`config.mk`:
```
export PLATFORM = sky130hd
export DESIGN_NAME = pipe_bus_seq
export DESIGN_NICKNAME = d
export VERILOG_FILES = /design/src/rtl/pipe_bus_seq.sv
export SDC_FILE = /design/constraint.sdc
export NUM_CORES = 1
export LEC_CHECK = 0
export BUFFER_PORTS_ARGS = -buffer_cell sky130_fd_sc_hd__buf_2
export CAP_MARGIN = 20
export CORE_ASPECT_RATIO = 0.9
export CORE_MARGIN = 2
export CORE_UTILIZATION = 40
export DETAILED_ROUTE_END_ITERATION = 12
export PLACE_DENSITY = 0.71
export SLEW_MARGIN = 20
export SYNTH_ARGS = -nofsm -noshare
export SYNTH_HDL_FRONTEND = slang
export SYNTH_SLANG_ARGS = --single-unit
```
`constraint.sdc`:
```
create_clock -name clk -period 4.35 [get_ports clk]
set_input_delay 0.87 -clock clk [delete_from_list [all_inputs] [get_ports clk]]
set_output_delay 0.87 -clock clk [all_outputs]
set_load 0.005 [all_outputs]
```
`src/rtl/pipe_bus_seq.sv`:
```
module pipe_bus_seq #(
  parameter int AW = 32,
  parameter int DW = 4
) (
  input  logic          clk,
  input  logic          rst_n,
  input  logic          req_valid,
  input  logic [AW-1:0] req_addr,
  input  logic [DW-1:0] req_def,
  output logic          req_take,
  input  logic          na_n,
  input  logic          ready_n,
  input  logic          hold_req,
  output logic          hold_ack,
  output logic [AW-1:0] bus_addr,
  output logic [DW-1:0] bus_def,
  output logic          ads_n,
  output logic [2:0]    bus_state
);
  localparam logic [2:0] S_IDLE = 3'd0;
  localparam logic [2:0] S_T1   = 3'd1;
  localparam logic [2:0] S_T2   = 3'd2;
  localparam logic [2:0] S_T1P  = 3'd3;
  localparam logic [2:0] S_T2P  = 3'd4;
  localparam logic [2:0] S_T2I  = 3'd5;
  localparam logic [2:0] S_HOLD = 3'd6;

  logic [2:0]    st, nxt;
  logic          take, ads_q;
  logic [AW-1:0] addr_q;
  logic [DW-1:0] def_q;

  wire na  = ~na_n;
  wire rdy = ~ready_n;

  always_comb begin
    nxt  = st;
    take = 1'b0;
    case (st)
      S_IDLE: begin
        if (hold_req) nxt = S_HOLD;
        else if (req_valid) begin
          nxt  = S_T1;
          take = 1'b1;
        end
      end
      S_HOLD: if (!hold_req) nxt = S_IDLE;
      S_T1:   nxt = S_T2;
      S_T2, S_T2I: begin
        if (rdy) begin
          if (hold_req) nxt = S_HOLD;
          else if (req_valid) begin
            nxt  = S_T1;
            take = 1'b1;
          end else nxt = S_IDLE;
        end else if (na || st == S_T2I) begin
          if (req_valid) begin
            nxt  = S_T2P;
            take = 1'b1;
          end else nxt = S_T2I;
        end
      end
      S_T2P:  if (rdy) nxt = S_T1P;
      S_T1P: begin
        if (na) begin
          if (req_valid) begin
            nxt  = S_T2P;
            take = 1'b1;
          end else nxt = S_T2I;
        end else nxt = S_T2;
      end
      default: nxt = S_IDLE;
    endcase
  end

  always_ff @(posedge clk or negedge rst_n) begin
    if (!rst_n) begin
      st     <= S_IDLE;
      ads_q  <= 1'b0;
      addr_q <= '0;
      def_q  <= '0;
    end else begin
      st    <= nxt;
      ads_q <= take;
      if (take) begin
        addr_q <= req_addr;
        def_q  <= req_def;
      end
    end
  end

  assign req_take  = take;
  assign ads_n     = ~ads_q;
  assign hold_ack  = (st == S_HOLD);
  assign bus_addr  = addr_q;
  assign bus_def   = def_q;
  assign bus_state = st;
endmodule

```
==> results.md, run 1 <==
* Mapped Nets at 169
* Setup TNS Final at 0 ns
* Final hold viol count at 0
* Slew Viols, Final at 0
* Worst EP arrival at 1.73 ns
* Fillcell total at 362
* Die Ht at 66.7 µm
* GRT Overall Usage at 14.2%
* Crit path kind: input pin to output pin
* Latest clock arrival within the worst-skew pair at 0.29 ns
* IO buf count at 83
* YS warnings at 0
* Initial antenna violation count at 0
* Clock sinks at 40
* Post CTS Setup Buffer Count at 0
* Max cap viols at 0
* Drt initial violations at 50
* Routed Antenna Nets at 0
* Nets at 252
* Critical Path RT at 3.48 ns
* First-pass GRT wire length at 5.22 mm
* Largest family of logic cells by synthesized area: multiplexers
* Leakage Power at 1.12 nW
* Multi-input gate area at 669 µm²
* Total power at 1.56 mW
* Routed WL at 3.33 mm
* Cell family with most CP delay: compound AO/OA/AOI/OAI gates
* Unique cell type count in the Yosys netlist at 29
* Post-cts resize count at 0
* R2r startpoint: bus_state[1]
* Die area at 0.00491 mm²
* Post-DR wirelength/cell at 12.9 µm
* Status: finished, final reports clean
* R2R setup slack at 2.25 ns
* Die Wd at 73.6 µm
* Hold Path End: bus_addr[0]
* RSZ-0062 raised after global routing: false
* Post-Synth Adder-Cell Area at 0%
* Ant diodes at 0
* H-tree lvl count at 2
* GRT overflow at 0
* Hold Crit Start: bus_addr[0]
* Detailed Routing Iterations Pass 1 at 4
* Hold WS at 0.482 ns
* CP Buf/Inv Count at 2
* Clock-pin slew of the registers on the worst-case setup and hold paths at 0.08 ns
* Worst Clk Skew at 0.00664 ns
* Final period util at 59.7%
* Period minus WS final at 2.60 ns
* Vias in the first global route at 1171
* CP Max Fanout at 8
* Cell Area, Synth at 0.00175 mm²
* Mapped Cells at 127
* Synth Area in Simple Gates at 6.52%
* Initial Util at 42.3%
* FF+latch count, synth at 40
* Worst Setup End Kind: output pin
* Layout cells sized above 1 at 59.7%
* Worst Max-Slew Pin Slew at 0.861 ns
* Clock buffer count from CTS at 5
* # DRC at 0
* Pwr Density at 692 mW/mm²
* CTS tree: done
* Fmax at 0.385 GHz
* Drt via density at 4.98
* Sequential-to-total area share from yosys stat at 57.3%
* Hold Crit Class: register to register
* Clock Tree Root: clkbuf_8
* Mux cell area share after synthesis at 25.0%
* Largest net degree at the start of global routing at 41
* CTS max path bufs at 2
* Reg2Reg Capture Point: bus_def[2]
* Final setup fails at 0
* RePlAce Congestion at 0.786
* Core Rows at 22
* Top cell by count, worst path: buf_2
* Critical path, cell by cell: buf_2, a211oi_1, nand4_1, o311ai_4, buf_2
* Post-Synth XOR/XNOR Area at 0%
* Design area at 0.00226 mm²
* Slew margin rel. at 42.6%
* CP startpoint kind: input pin
* CP peak stage delay at 0.24 ns
* Synthesis-to-finish area growth at 29.5%
* Register-to-Register Path Depth at 5
* Layout Cells excl Fill at 259
* Ports at 84
* Cell Area, Placed at 0.00217 mm²
* Via Count at 1290
* WHS Path Cells at 1
* Synth top area share at 57.3%
* Worst VDD drop at 282 µV
* Storage cell area at 0.00100 mm²
* Core ar. at 0.00413 mm²
* CP max-delay cell: a211oi_1
* Post-CTS Hold Buffers at 0
* DP HPWL at 2.45 mm
* Post-Place Cells at 251
* Ranking of synthesized cells by area: dfrtp_1, mux2_2, mux2_1, buf_6, o311ai_4
* Mean post-synth cell area at 13.7 µm²
* Synth area leader: dfrtp_1
* Compound-Gate Fraction of Synth Area at 6.81%
[routing by layer]
| layer | vias up | wire [µm] | track usage (%) |
|---|---|---|---|
| met5 | - | 0 | 0 |
| met4 | 0 | 43 | 6.82 |
| met3 | 5 | 279 | 4.69 |
| met2 | 61 | 1490 | 22.0 |
| met1 | 606 | 1520 | 17.8 |
| li1 | 618 | - | - |
[how the worst max path moves through the flow]
stage,depth (start not counted),end,start
floorplan,5,req_take,hold_req
global route,5,req_take,ready_n
finish,5,req_take,ready_n
global placement,5,req_take,ready_n
detailed placement,5,req_take,ready_n
CTS,5,req_take,ready_n
[stage by stage]
step | util, % | setup slack [ns]
floorplan | - | 1.58
global placement | 52.6 | 1.76
detailed placement | 52.6 | 1.75
CTS | 54.7 | 1.75
global route | 54.7 | 1.61
finish | 54.7 | 1.75
[synth_stat cells]
master      n
a211oi_1    2
a21oi_1     4
a221oi_1    1
a22o_1      1
and3_1      1
and3b_1     1
buf_1       1
buf_2       3
buf_6       3
clkbuf_1    1
dfrtp_1    40
inv_1       5
mux2_1      6
mux2_2     31
mux2i_1     2
nand2_1     3
nand2b_1    2
nand3_2     1
nand4_1     1
nor2_1      5
nor2b_1     1
nor3_1      4
nor3b_1     1
o211ai_2    1
o21ai_0     2
o221ai_1    1
o2bb2ai_1   1
o311ai_4    1
or3_1       1
[flip-flops by register name, indices dropped and copies added (netlist names)]
name / count
ads_q: 1
bus_state: 3
bus_addr: 32
bus_def: 4
[worst reg2reg max path: cells and delay by family (launching register included)]
| kind | cells | cell delay [ns] |
|---|---|---|
| multiplexers | 1 | 0.40 |
| AO/OA/AOI/OAI | 2 | 0.20 |
| buffers and inverters | 1 | 0.45 |
| AND/OR/NAND/NOR | 1 | 0.27 |
| flip-flops | 1 | 0.67 |
[cell usage in the layout, fill, tap and decap left out, drive strengths merged, types with 3 or more instances in the layout]
master  Yosys  layout
a21oi       4       4
clkbuf      1       5
nor3        4       4
buf         7      84
mux2       37      37
nand2       3       3
clkinv      0       3
dfrtp      40      40
inv         5       5
nor2        5       5
[cell families after synthesis]
| group | Yosys count |
|---|---|
| multiplexers | 39 |
| buffers and inverters | 13 |
| flip-flops | 40 |
| AO/OA/AOI/OAI | 14 |
| AND/OR/NAND/NOR | 21 |
[power by group]
part	internal [mW]	leakage (nW)	switching [mW]
Sequential	0.562	0.476	0.124
Combinational	0.382	0.598	0.259
Clock	0.112	0.0479	0.125
[layout make-up]
type	instances	area share, %
repair buffers	84	18.7
clock inverters	3	0.831
clock buffers	5	3.05
flip-flops and latches	40	44.3
multi-input cells	74	29.6
inverters	5	0.831
well taps	48	2.66
Power figures use the tool's default switching activity.
==> inputs of run 2 (changes only) <==
==> constraint.sdc (replaced) <==
create_clock -name clk -period 2.6 [get_ports clk]
set_input_delay 0.52 -clock clk [delete_from_list [all_inputs] [get_ports clk]]
set_output_delay 0.52 -clock clk [all_outputs]
set_load 0.005 [all_outputs]
==> results.md, run 2 (synthesized netlist as in run 1, its figures left out) <==
* Status: finished, final reports clean
* H-tree lvl count at 2 (unchanged)
* Clock Tree Root: clkbuf_8
* Worst Setup End Kind: output pin
* CP Max Fanout at 17 (+9)
* Pwr Density at 1190 mW/mm² (+72%)
* Synthesis-to-finish area growth at 35.0%
* Clock-pin slew of the registers on the worst-case setup and hold paths at 0.08 ns (about the same)
* Final period util at 88.6%
* Max cap viols at 0 (unchanged)
* Design area at 0.00236 mm² (+4.3%)
* Final hold viol count at 0 (unchanged)
* Ant diodes at 0 (unchanged)
* GRT Overall Usage at 13.7% (-0.47 points)
* Nets at 260 (+3.2%)
* Fin util at 57.1% (+2.3 points)
* Core Rows at 22 (unchanged)
* R2R setup slack at 0.48 ns (-1.77 ns)
* CTS max path bufs at 2 (unchanged)
* Setup TNS Final at 0 ns (unchanged)
* Layout cells sized above 1 at 61.2% (+1.5 points)
* Most common cell after layout, fill and taps aside: buf_2
* IO buf count at 83 (unchanged)
* CP startpoint kind: register
* Die area at 0.00491 mm² (unchanged)
* Vias in the first global route at 1123 (-4.1%)
* Worst EP arrival at 1.78 ns (+0.05 ns)
* Die Wd at 73.6 µm (unchanged)
* Fmax at 0.434 GHz
* Commonest non-fill, non-tap cells in the layout: buf_2, dfrtp_1, mux2_2
* Drt via density at 4.84 (-2.8%)
* Slew Viols, Final at 0 (unchanged)
* Layout Cells excl Fill at 267 (+3.1%)
* Drt initial violations at 49 (-2.0%)
* Post-DR wirelength/cell at 12.5 µm (-2.5%)
* Final setup fails at 0 (unchanged)
* RSZ-0062 raised after global routing: false
* Post-cts resize count at 0 (unchanged)
* # DRC at 0 (unchanged)
* Max FFs per register at 32 (unchanged)
* Via Count at 1292 (+0.16%)
* Post-Place Cells at 254 (+1.2%)
* Crit path kind: register to output pin
* GRT overflow at 0 (unchanged)
* DP HPWL at 2.48 mm (+1.0%)
* CTS tree: done
* Worst Clk Skew at 0.00378 ns (-0.00286 ns)
* Routed Antenna Nets at 0 (unchanged)
* Initial antenna violation count at 0 (unchanged)
* Post-CTS Hold Buffers at 0 (unchanged)
* Critical Path RT at 2.08 ns (-1.40 ns)
* Core ar. at 0.00413 mm² (unchanged)
* Clock buffer count from CTS at 5 (unchanged)
* Worst VDD drop at 536 µV (+90%)
* First-pass GRT wire length at 5.11 mm (-2.1%)
* Initial Util at 42.3% (unchanged)
* Detailed Routing Iterations Pass 1 at 4 (unchanged)
* Cell Area, Placed at 0.00221 mm² (+1.6%)
* Worst Max-Slew Pin Slew at 0.851 ns (-0.0106 ns)
* Die Ht at 66.7 µm (unchanged)
* Clock sinks at 40 (unchanged)
* Period minus WS final at 2.30 ns
* Hold Crit Class: input pin to async pin
* Routed WL at 3.35 mm (+0.48%)
* Ports at 84 (unchanged)
* Slew margin rel. at 43.3% (+0.71 points)
* Largest net degree at the start of global routing at 41 (unchanged)
* RePlAce Congestion at 0.813 (+3.5%)
* Latest clock arrival within the worst-skew pair at 0.28 ns (about the same)
* Total power at 2.81 mW (+79%)
* Leakage Power at 1.17 nW (+4.6%)
[run 2: per-stage QoR]
step / setup slack (ns) / hold WS (ns)
2_1_floorplan: 0.533 / 0.224
3_3_place_gp: 0.169 / 0.465
3_5_place_dp: 0.121 / 0.474
4_1_cts: 0.0734 / 0.369
5_1_grt: 0.161 / 0.407
6_report: 0.296 / 0.337
[run 2: area by class of cell]
class / instances / area, µm²
timing repair buffer: 92 / 495
clock inverter: 3 / 42.5
clock buffer: 5 / 68.8
fill: 358 / 1770
inverter: 5 / 18.8
tap: 48 / 60.1
sequential: 40 / 1000
multi-input combinational: 74 / 669
[run 2: worst paths after layout]
| check | cells after the start | end | start |
|---|---|---|---|
| setup / recovery | 5 | req_take | bus_state[1] |
| hold / removal | 1 | bus_addr[23] | rst_n |
| setup reg to reg | 7 | bus_addr[4] | bus_state[1] |
| hold reg to reg | 1 | bus_addr[29] | bus_addr[29] |
| max in group asynchronous | 1 | bus_addr[9] | rst_n |
| min in group clk | 2 | bus_addr[29] | req_addr[29] |
[run 2: where the power goes]
group	switching, mW	internal [mW]
Sequential	0.177	0.942
Combinational	0.481	0.716
Clock	0.207	0.284
[run 2: metal layers]
layer	routed length (µm)	vias up	share of wire, %	track usage, %
met4	21	0	0.63	5.45
li1	-	634	-	-
met5	0	-	0	0
met3	290	2	8.7	4.39
met1	1500	599	45	18.3
met2	1540	57	46	20.6
[run 2: repair_timing]
action	CTS	global route
setup buffers	0	5
hold endpoints to repair	0	0
setup endpoints to repair	0	1
[run 2: critical path, stage by stage (launching register included)]
cell and delay [ns]:
dfrtp_1 0.58, and3b_1 0.31, o211ai_2 0.20, o311ai_4 0.11
buf_4 0.18, buf_2 0.13
